**config.mk**
```make
export PLATFORM = sky130hd
export DESIGN_NAME = extclk_switch_ctrl
export DESIGN_NICKNAME = d
export VERILOG_FILES = /design/src/rtl/extclk_pkg.sv /design/src/rtl/extclk_sel_reg.sv /design/src/rtl/extclk_switch_fsm.sv /design/src/rtl/extclk_div_strobe.sv /design/src/rtl/extclk_switch_ctrl.sv
export SDC_FILE = /design/constraint.sdc
export NUM_CORES = 1
export LEC_CHECK = 0
export CORE_MARGIN = 3
export CORE_UTILIZATION = 35
export DETAILED_ROUTE_END_ITERATION = 16
export SLEW_MARGIN = 0
export SYNTH_ARGS = -nofsm -noshare
export SYNTH_HDL_FRONTEND = slang
export SYNTH_SLANG_ARGS = --single-unit
export TNS_END_PERCENT = 5
```
**constraint.sdc**
```tcl
create_clock -name clk_i -period 2.1 [get_ports clk_i]
set_input_delay 0.21 -clock clk_i [delete_from_list [all_inputs] [get_ports clk_i]]
set_output_delay 0.21 -clock clk_i [all_outputs]
set_load 0.05 [all_outputs]
```
**src/rtl/extclk_pkg.sv**
```systemverilog
package extclk_pkg;

    localparam int unsigned SEL_W = 4;
    localparam logic [SEL_W-1:0] SEL_RST = 4'h5;
    localparam logic [SEL_W-1:0] SEL_EXT = 4'hA;

    typedef enum logic [1:0] {
        ST_IDLE = 2'd0,
        ST_REQ  = 2'd1,
        ST_ON   = 2'd2,
        ST_REL  = 2'd3
    } sw_state_e;

endpackage

```
**src/rtl/extclk_sel_reg.sv**
```systemverilog
module extclk_sel_reg
    import extclk_pkg::*;
(
    input  logic             clk_i,
    input  logic             rst_ni,
    input  logic             sel_wr_i,
    input  logic [SEL_W-1:0] sel_wdata_i,
    input  logic             lock_wr_i,
    input  logic             lock_wdata_i,
    input  logic             dbg_en_i,
    output logic [SEL_W-1:0] sel_q_o,
    output logic             lock_q_o,
    output logic             sw_cause_o
);

    logic [SEL_W-1:0] sel_q;
    logic             lock_q;

    // Lock: write one to clear, sticky until reset
    always_ff @(posedge clk_i or negedge rst_ni) begin
        if (!rst_ni) begin
            lock_q <= 1'b1;
        end else if (lock_wr_i && lock_wdata_i) begin
            lock_q <= 1'b0;
        end
    end

    // Select field is writable only while unlocked
    always_ff @(posedge clk_i or negedge rst_ni) begin
        if (!rst_ni) begin
            sel_q <= SEL_RST;
        end else if (sel_wr_i && lock_q) begin
            sel_q <= sel_wdata_i;
        end
    end

    assign sel_q_o    = sel_q;
    assign lock_q_o   = lock_q;
    assign sw_cause_o = (sel_q == SEL_EXT) && dbg_en_i;

endmodule

```
**src/rtl/extclk_switch_fsm.sv**
```systemverilog
module extclk_switch_fsm
    import extclk_pkg::*;
(
    input  logic clk_i,
    input  logic rst_ni,
    input  logic sw_cause_i,
    input  logic lc_req_i,
    input  logic switch_ack_i,
    output logic switch_req_o,
    output logic lc_ack_o,
    output logic step_down_o
);

    sw_state_e state_q, state_d;
    logic      want;

    assign want = sw_cause_i || lc_req_i;

    // State register
    always_ff @(posedge clk_i or negedge rst_ni) begin
        if (!rst_ni) begin
            state_q <= ST_IDLE;
        end else begin
            state_q <= state_d;
        end
    end

    // Next-state logic
    always_comb begin
        state_d = state_q;
        unique case (state_q)
            ST_IDLE: if (want)          state_d = ST_REQ;   // raise
            ST_REQ:  if (switch_ack_i)  state_d = ST_ON;    // grant
            ST_ON:   if (!want)         state_d = ST_REL;   // withdraw
            ST_REL:  if (!switch_ack_i) state_d = want ? ST_REQ : ST_IDLE; // re-raise / settle
            default:                    state_d = ST_IDLE;
        endcase
    end

    // Output logic
    always_comb begin
        switch_req_o = 1'b0;
        lc_ack_o     = 1'b0;
        step_down_o  = 1'b0;
        unique case (state_q)
            ST_IDLE: ;
            ST_REQ:  switch_req_o = 1'b1;
            ST_ON: begin
                switch_req_o = 1'b1;
                step_down_o  = 1'b1;
                lc_ack_o     = lc_req_i;
            end
            ST_REL:  ;
            default: ;
        endcase
    end

endmodule

```
**src/rtl/extclk_div_strobe.sv**
```systemverilog
module extclk_div_strobe #(
    parameter int unsigned BASE_LOG2 = 2
) (
    input  logic clk_i,
    input  logic rst_ni,
    input  logic step_i,
    output logic tick_o
);

    localparam int unsigned CW = (BASE_LOG2 < 1) ? 1 : BASE_LOG2;
    localparam logic [CW-1:0] LAST_BASE = CW'((1 << BASE_LOG2) - 1);
    localparam logic [CW-1:0] LAST_HALF = CW'((1 << (BASE_LOG2 - 1)) - 1);

    logic [CW-1:0] cnt_q;
    logic          half_q;
    logic [CW-1:0] last;
    logic          wrap;

    assign last = half_q ? LAST_HALF : LAST_BASE;
    assign wrap = (cnt_q == last);

    // Ratio changes only at the period wrap
    always_ff @(posedge clk_i or negedge rst_ni) begin
        if (!rst_ni) begin
            cnt_q  <= '0;
            half_q <= 1'b0;
        end else if (wrap) begin
            cnt_q  <= '0;
            half_q <= step_i;
        end else begin
            cnt_q  <= cnt_q + 1'b1;
        end
    end

    assign tick_o = wrap;

endmodule

```
**src/rtl/extclk_switch_ctrl.sv**
```systemverilog
module extclk_switch_ctrl
    import extclk_pkg::*;
#(
    parameter int unsigned NUM_DIV = 2
) (
    input  logic               clk_i,
    input  logic               rst_ni,
    input  logic               sel_wr_i,
    input  logic [SEL_W-1:0]   sel_wdata_i,
    input  logic               lock_wr_i,
    input  logic               lock_wdata_i,
    output logic [SEL_W-1:0]   sel_q_o,
    output logic               lock_q_o,
    input  logic               dbg_en_i,
    input  logic               lc_req_i,
    output logic               lc_ack_o,
    output logic               switch_req_o,
    input  logic               switch_ack_i,
    output logic               step_down_o,
    output logic [NUM_DIV-1:0] div_tick_o
);

    logic sw_cause;
    logic step;

    extclk_sel_reg u_sel (
        .clk_i        (clk_i),
        .rst_ni       (rst_ni),
        .sel_wr_i     (sel_wr_i),
        .sel_wdata_i  (sel_wdata_i),
        .lock_wr_i    (lock_wr_i),
        .lock_wdata_i (lock_wdata_i),
        .dbg_en_i     (dbg_en_i),
        .sel_q_o      (sel_q_o),
        .lock_q_o     (lock_q_o),
        .sw_cause_o   (sw_cause)
    );

    extclk_switch_fsm u_fsm (
        .clk_i        (clk_i),
        .rst_ni       (rst_ni),
        .sw_cause_i   (sw_cause),
        .lc_req_i     (lc_req_i),
        .switch_ack_i (switch_ack_i),
        .switch_req_o (switch_req_o),
        .lc_ack_o     (lc_ack_o),
        .step_down_o  (step)
    );

    assign step_down_o = step;

    // Divider i has a hardwired base ratio of 2^(NUM_DIV-i)
    for (genvar i = 0; i < NUM_DIV; i++) begin : g_div
        extclk_div_strobe #(
            .BASE_LOG2 (NUM_DIV - i)
        ) u_div (
            .clk_i  (clk_i),
            .rst_ni (rst_ni),
            .step_i (step),
            .tick_o (div_tick_o[i])
        );
    end

endmodule

```
==> flow_metrics.tcl, run 1 <==
set metrics [dict create \
    dp_hpwl_um 892 \
    final_antenna_net_count 0 \
    maxSlewViolCount 0 \
    synth_commonest_cells "dfrtp_1 (9), ha_1 (6), inv_1 (6)" \
    clk_path_buf_depth 2 \
    instances_no_fill 100 \
    drt_iter0_drc 0 \
    insertedDiodeCount 0 \
    post-cts-setup-buffers 0 \
    clkTransAtPathRegs_ns 0.07 \
    startpoint_type "flip-flop" \
    cts_resized 0 \
    wl_mm 1.07 \
    reg2reg_from "u_fsm.state_q[0]" \
    reg2reg_to "u_fsm.state_q[1]" \
    critPathLaunch "g_div[1].u_div.half_q" \
    postSynthCellCount 53 \
    crit_type "flip-flop to output pin" \
    power_frac_seq_pct 28.4 \
    setup_viol 0 \
    grt_pass1_wl_mm 1.75 \
    ys_seq_area_share_pct 48.8 \
    place_congestion 0.704 \
    dieArea_um2 2320 \
    synth.cell_area_um2 623 \
    p_comb_share_pct 60.0 \
    antenna_found_initial 0 \
    grt_usage_pct 11.1 \
    nNetsFinal 95 \
    portBuffers 21 \
    path_max_fanout 3 \
    yosys.cell_types.count 24 \
    reg2regPathDepth 6 \
    synth_nets 71 \
    hp-class "primary input to asynchronous set/reset pin" \
    initial_core_util_pct 39.1 \
    synth_edf_count 0 \
    vias 450 \
    clkLatencyLatePin_ns 0.26 \
    yosys_register_bits 12 \
    route.detailed.drc 0 \
    grt.overflow.total 0 \
    numCtsBuffers 3 \
    cts_hold_buffers 0 \
    synthTopCellsByArea "dfrtp_1 (36%), dfstp_2 (13%), ha_1 (12%), mux2_1 (5.4%), mux2_2 (5.4%)" \
    cts_root_buffer "clkbuf_4" \
    arrival_ns 1.73 \
    cp.required_ns 1.89 \
    io_pins 22 \
    clkSinkCount 12 \
    powerDensity_nw_per_um2 1360 \
    cap_violations 0 \
    finalCritPeriodShare_pct 92.3 \
    max_freq_mhz 516 \
    grt_pass1_vias 416 \
    grt_max_degree 13 \
    drive_gt1_share_pct 18.4 \
    post-synth-top-area-cell "dfrtp_1" \
    rsz0062_at_grt "false" \
    layout_min_cycle_time_ns 1.94 \
    avgSynthCellArea_um2 11.8 \
    switching_share_pct 46.3 \
    detail_route.wl_per_cell_um 10.7 \
    ys.flop_type "dfrtp_1" \
    r2r_slack_ns 0.42 \
    skew_ns 0.00452 \
    endpoint "div_tick_o[1]" \
    ys_warn_count 0 \
    synthMostInstantiatedCell "dfrtp_1" \
    internal_power_uw 632 \
    cts_max_level 1 \
    rows 14 \
    place_inst 96 \
    power_frac_clock_pct 11.7 \
    final_core_util_pct 54.4 \
    placeableCoreArea_um2 1590 \
    cts_tree "done" \
    fp.dieH_um 48.2 \
    hold_viol_final 0 \
    vias_per_cell 4.50 \
    power_switching_uw 545 \
    area_growth_pct 39.2 \
    worstMarginPinSlew_ns 0.496 \
    p_leak_nw 0.390 \
    ys_async_sr_fraction_pct 100 \
    setup_ws_ns 0.162 \
    yosysTopAreaCellShare_pct 36.1 \
    die_w_um 48.2 \
    slew_headroom_pct 66.8 \
    tns_ns 0 \
    max-vdd-ir-drop_mv 0.864 \
    whs_ns 0.277 \
    critPathCaptureType "output pin" \
    dpl_worst_slack_ns 0.368 \
    first_pass_iters 1 \
    run_status "completed" \
]
cell families (layout without fill, tap and decap cells):
| family | after synthesis | after routing | share of synthesized area [%] |
|---|---|---|---|
| compound gates | 13 | 13 | 15.1 |
| flops | 12 | 12 | 48.8 |
| buf+inv | 9 | 32 | 6.83 |
| fa+ha+maj | 6 | 6 | 12.0 |
| mux | 6 | 6 | 10.8 |
| simple gates | 6 | 6 | 5.02 |
| xor+xnor | 1 | 1 | 1.41 |
worst min-delay path by stage:
| stage | start | endpoint | slack, ns | cells after the start |
|---|---|---|---|---|
| after global routing | rst_ni | u_fsm.state_q[1] | 0.29 | 1 |
| after CTS | rst_ni | u_sel.sel_q_o[1] | 0.29 | 1 |
| after global placement | g_div[0].u_div.cnt_q[0] | g_div[0].u_div.cnt_q[0] | 0.47 | 1 |
| after floorplan | rst_ni | g_div[0].u_div.cnt_q[0] | -0.09 | 0 |
| after detailed placement | g_div[0].u_div.cnt_q[0] | g_div[0].u_div.cnt_q[0] | 0.47 | 1 |
| final | rst_ni | u_sel.sel_q_o[3] | 0.28 | 1 |
flip-flops by register name, summed over array words and instances (netlist names):
| name | flops |
|---|---|
| u_sel.sel_q_o | 4 |
| g_div.u_div.cnt_q | 3 |
| u_sel.lock_q_o | 1 |
| g_div.u_div.half_q | 2 |
| u_fsm.state_q | 2 |
cell type report:
| cell class | count | area [µm²] |
|---|---|---|
| timing repair buffer | 21 | 203 |
| multi-input combinational | 32 | 277 |
| sequential | 12 | 304 |
| inverter | 7 | 27.5 |
| fill | 150 | 727 |
| clock buffer | 4 | 26.3 |
| tap | 24 | 30.0 |
stage by stage:
stage,total power [mW],area (µm²)
after floorplan,0.908,623
after global placement,1.05,841
after global routing,1.27,867
after detailed placement,1.05,841
after CTS,1.20,867
final,1.18,867
power groups by stage:
| stage | Sequential [mW] | Clock (mW) | Combinational, mW |
|---|---|---|---|
| after floorplan | 0.328 | 0 | 0.579 |
| after global placement | 0.339 | 0 | 0.710 |
| after detailed placement | 0.338 | 0 | 0.713 |
| after CTS | 0.335 | 0.145 | 0.716 |
| after global routing | 0.346 | 0.154 | 0.768 |
| final | 0.334 | 0.137 | 0.706 |
layer usage:
metal	track usage [%]	vias to the layer above	wire (µm)
met5	0	-	0
met4	3.23	0	0
met3	5.54	0	68
met2	15.9	12	522
met1	14.9	209	476
li1	-	229	-
layout by cell type, fill, tap and decap left out, types with 2 or more instances in the layout:
cell	n
inv_1	6
buf_4	3
dfrtp_1	9
a211oi_1	2
ha_1	6
mux2_2	3
mux2_1	3
dfstp_2	3
clkdlybuf4s50_1	18
o21ai_0	3
clkbuf_4	3
nand2_1	2
worst max-delay path, stage by stage (launching register included):
cell and delay, ns:
dfrtp_1 0.32, inv_1 0.05, ha_1 0.30, clkdlybuf4s50_1 0.81
Power figures use the tool's default switching activity.
==> run 2, diff against run 1 <==
--- a/config.mk
+++ b/config.mk
@@ -5,9 +5,10 @@
 export SDC_FILE = /design/constraint.sdc
 export NUM_CORES = 1
 export LEC_CHECK = 0
-export CORE_MARGIN = 3
+export CAP_MARGIN = 20
 export CORE_UTILIZATION = 35
 export DETAILED_ROUTE_END_ITERATION = 16
+export DONT_BUFFER_PORTS = 1
 export SLEW_MARGIN = 0
 export SYNTH_ARGS = -nofsm -noshare
 export SYNTH_HDL_FRONTEND = slang
==> run 2 against run 1 <==
  * Largest cell class unchanged
  * Fmax rose by 13%
  * Combinational power fell by 9.5%
  * Highest routed layer is now met4
  * Routed wire length fell by 3.9%
  * Non-clock buffer count fell by 11
  * Critical endpoint is now lc_ack_o
  * Global-route usage rose by 0.88 points
  * Register-to-register slack improved by 0.02 ns
  * Count of clock-buffer cells in the layout did not move
  * Power fell by 2.4%
==> flow_metrics.tcl, run 2 (same netlist as run 1, synthesis figures left out) <==
set metrics [dict create \
    grt_pass1_wl_mm 1.67 \
    vias_per_cell 5.12 \
    detail_route.wl_per_cell_um 12.6 \
    final_antenna_net_count 0 \
    whs_ns 0.0848 \
    totalPowerFinal_mw 1.15 \
    instances_no_fill 81 \
    final_cell_mix "dfrtp_1 (9), buf_4 (7), inv_1 (6), ha_1 (6)" \
    area_growth_pct 19.9 \
    grt.overflow.total 0 \
    drive_gt1_share_pct 29.2 \
    portBuffers 0 \
    wl_mm 1.02 \
    slew_headroom_pct 65.3 \
    hold_viol_final 0 \
    place_inst 74 \
    cap_violations 0 \
    dieArea_um2 1950 \
    fillers 155 \
    cts_resized 0 \
    largest_register_ffs 4 \
    die_w_um 44.2 \
    max-vdd-ir-drop_mv 0.878 \
    vias 415 \
    path_max_fanout 7 \
    first_pass_iters 6 \
    fin_area_um2 747 \
    layout_min_cycle_time_ns 1.71 \
    numCtsBuffers 3 \
    place_congestion 0.820 \
    cts_root_buffer "clkbuf_4" \
    drt_iter0_drc 5 \
    io_pins 22 \
    maxSlewViolCount 0 \
    worstMarginPinSlew_ns 0.519 \
    dp_hpwl_um 778 \
    dpl_worst_slack_ns 0.426 \
    tns_ns 0 \
    rows 14 \
    skew_ns 0.00286 \
    final_common_cell "dfrtp_1" \
    setup_viol 0 \
    clk_path_buf_depth 2 \
    fp.dieH_um 44.2 \
    max_freq_mhz 584 \
    clkTransAtPathRegs_ns 0.07 \
    initial_core_util_pct 39.5 \
    cts_tree "done" \
    grt_max_degree 13 \
    hp-class "primary input to flip-flop" \
    insertedDiodeCount 0 \
    critPathCaptureType "output pin" \
    finalCritPeriodShare_pct 81.6 \
    crit_type "flip-flop to output pin" \
    cts_max_level 1 \
    p_leak_nw 0.366 \
    postPlaceCellArea_um2 681 \
    arrival_ns 1.50 \
    clkSinkCount 12 \
    setup_ws_ns 0.387 \
    powerDensity_nw_per_um2 1540 \
    cp.required_ns 1.89 \
    clkLatencyLatePin_ns 0.26 \
    grt_usage_pct 12.0 \
    run_status "completed" \
    nNetsFinal 84 \
    post-cts-setup-buffers 0 \
    final_core_util_pct 47.4 \
    startpoint_type "flip-flop" \
    antenna_found_initial 0 \
    placeableCoreArea_um2 1580 \
    grt_pass1_vias 408 \
    rsz0062_at_grt "false" \
    route.detailed.drc 0 \
]
[run 2: cell types whose count changed in the layout (fill, tap and decap cells not counted)]
cell	previous run	this run
buf_4	3	7
dlygate4sd3_1	0	3
clkbuf_8	0	1
clkdlybuf4s50_1	18	0
clkbuf_1	1	0
[run 2: path summary, 6_finish.rpt]
| check | start | endpoint | slack [ns] | cells past startpoint |
|---|---|---|---|---|
| max | u_fsm.state_q[0] | lc_ack_o | 0.39 | 4 |
| min | sel_wdata_i[2] | u_sel.sel_q_o[2] | 0.08 | 1 |
| max reg2reg | u_fsm.state_q[0] | u_fsm.state_q[1] | 0.44 | 6 |
| min reg2reg | g_div[0].u_div.cnt_q[0] | g_div[0].u_div.cnt_q[1] | 0.50 | 1 |
| max in group asynchronous | rst_ni | u_sel.sel_q_o[0] | 1.38 | 1 |
| min in group asynchronous | rst_ni | g_div[0].u_div.half_q | 0.36 | 1 |
[run 2: area by class of cell]
type	instances	area [µm²]	share of cell area (%)
clock buffer	4	36.3	4.86
timing repair buffer	10	82.6	11.1
multi-input combinational	32	277	37.0
sequential	12	304	40.7
tap	16	20.0	2.68
inverter	7	27.5	3.69
[run 2: power breakdown]
part / switching, mW / leakage (nW) / internal (mW) / total [mW]
Sequential: 0.0461 / 0.141 / 0.289 / 0.335
Clock: 0.0685 / 0.0210 / 0.105 / 0.174
Combinational: 0.427 / 0.204 / 0.212 / 0.639
[run 2: critical path, stage by stage (launching register included)]
cell and delay, ns:
dfrtp_1 0.41, inv_1 0.13, ha_1 0.34, and2_1 0.17
buf_4 0.19
[run 2: timing repair]
item,CTS,global route
endpoints found under the hold margin,13,0
endpoints found under the setup margin,0,0
hold buffers,3,0
[run 2: layer usage]
| layer | GRT usage (%) | share of wire (%) | vias up |
|---|---|---|---|
| met5 | 0 | 0 | - |
| met4 | 7.27 | 1.3 | 0 |
| met3 | 4.49 | 6.3 | 2 |
| met2 | 17.1 | 47 | 17 |
| met1 | 15.6 | 45 | 191 |
| li1 | - | - | 205 |
==> run 3, diff against run 2 <==
==> constraint.sdc (replaced) <==
create_clock -name clk_i -period 1.45 [get_ports clk_i]
set_input_delay 0.145 -clock clk_i [delete_from_list [all_inputs] [get_ports clk_i]]
set_output_delay 0.145 -clock clk_i [all_outputs]
set_load 0.05 [all_outputs]
==> run 3 against run 2 <==
  * The flow now finishes with violations (negative setup slack)
  * Sequential share of layout area fell by 7.0 points
  * Clock skew rose by 0.0041 ns
  * Combinational power rose by 110%
  * Via count rose by 12%
  * Largest power group unchanged
==> flow_metrics.tcl, run 3 (same netlist as run 1, synthesis figures left out) <==
set metrics [dict create \
    drt_iter0_drc 13 \
    first_pass_iters 6 \
    critical_path.top_delay_family "multiplexers" \
    grt_usage_pct 15.6 \
    vias 463 \
    max_stage_delay_ns 0.43 \
    slew_headroom_pct 64.0 \
    die_w_um 44.2 \
    io_pins 22 \
    final_antenna_net_count 0 \
    cts_root_buffer "clkbuf_4" \
    grt.overflow.total 0 \
    dp_hpwl_um 891 \
    insertedDiodeCount 0 \
    nNetsFinal 95 \
    hp-class "primary input to flip-flop" \
    path_max_fanout 4 \
    grt_pass1_vias 536 \
    clkLatencyLatePin_ns 0.26 \
    antenna_found_initial 0 \
    setup_viol 4 \
    final_common_cell "buf_4" \
    vias_per_cell 5.03 \
    totalPowerFinal_mw 2.07 \
    instances_no_fill 92 \
    initial_core_util_pct 39.5 \
    maxSlewViolCount 0 \
    powerDensity_nw_per_um2 2280 \
    cts_max_level 1 \
    run_status "finished with violations" \
    setup_ws_ns -0.185 \
    timing.critical_path.cells "ha_1, mux2_2, a211oi_4, mux2_1" \
    postPlaceCellArea_um2 769 \
    dpl_worst_slack_ns -0.188 \
    crit_type "flip-flop to flip-flop" \
    cp_slowest_cell "dfrtp_1" \
    path_buf_inv 0 \
    route.detailed.drc 0 \
    critPathCaptureType "flip-flop" \
    clk_path_buf_depth 2 \
    max-vdd-ir-drop_mv 1.44 \
    fp.dieH_um 44.2 \
    place_congestion 0.854 \
    portBuffers 0 \
    p_leak_nw 0.430 \
    largest_register_ffs 4 \
    area_growth_pct 45.6 \
    rsz0062_at_grt "true" \
    dieArea_um2 1950 \
    place_inst 83 \
    cts_tree "done" \
    clkSinkCount 12 \
    clkTransAtPathRegs_ns 0.08 \
    numCtsBuffers 3 \
    arrival_ns 1.78 \
    placeableCoreArea_um2 1580 \
    wl_mm 1.29 \
    grt_max_degree 13 \
    whs_ns 0.0144 \
    detail_route.wl_per_cell_um 14.0 \
    violations "negative setup slack" \
    final_cell_mix "buf_4 (14), dfrtp_1 (8), inv_1 (4), ha_1 (4)" \
    worstMarginPinSlew_ns 0.538 \
    cp.required_ns 1.59 \
    final_core_util_pct 57.5 \
    cap_violations 0 \
    finalCritPeriodShare_pct 113 \
    hold_viol_final 0 \
    layout_min_cycle_time_ns 1.63 \
    skew_ns 0.00699 \
    grt_pass1_wl_mm 2.19 \
    startpoint_type "flip-flop" \
    drive_gt1_share_pct 50.0 \
    rows 14 \
    max_freq_mhz 612 \
    tns_ns -0.515 \
    fin_area_um2 907 \
]
## run 3: cell types whose count changed in the layout (fill, tap and decap cells not counted), sizes merged
cell  delta
buf     +11
## run 3: timing repair
action,4_1_cts,5_1_grt
hold buffers,3,0
endpoints found under the setup margin,4,4
setup buffers,2,0
resized for setup,11,2
pin swaps,5,1
hold endpoints to repair,13,0
## run 3: area by class of cell
| cell class | instances | area (µm²) |
|---|---|---|
| Clock buffer | 4 | 36.3 |
| Tap cell | 16 | 20.0 |
| Timing Repair Buffer | 21 | 193 |
| Fill cell | 142 | 669 |
| Inverter | 7 | 30.0 |
| Multi-Input combinational cell | 32 | 323 |
| Sequential cell | 12 | 305 |
## run 3: worst paths after layout
kind / start / endpoint / slack (ns) / cells after the start
worst max register to register: u_fsm.state_q[0] / u_fsm.state_q[1] / -0.18 / 4
worst max-delay path: u_fsm.state_q[0] / u_fsm.state_q[1] / -0.18 / 4
min in group asynchronous: rst_ni / g_div[1].u_div.half_q / 0.30 / 1
worst min register to register: g_div[0].u_div.cnt_q[0] / g_div[0].u_div.cnt_q[0] / 0.49 / 1
worst min-delay path: sel_wdata_i[2] / u_sel.sel_q_o[2] / 0.01 / 1
max in group asynchronous: rst_ni / u_sel.sel_q_o[1] / 0.77 / 1
## run 3: per-layer routing
metal | GRT usage, % | up-vias | wire length [µm]
li1 | - | 227 | -
met1 | 18.1 | 221 | 516
met2 | 27.1 | 15 | 720
met3 | 3.67 | 0 | 52
met4 | 7.27 | 0 | 0
met5 | 0 | - | 0
## run 3: report_power, final
part	switching, mW	leakage, nW	internal [mW]
logic	0.748	0.270	0.584
registers	0.0667	0.139	0.419
clock network	0.104	0.0210	0.152
total	0.918	0.430	1.15
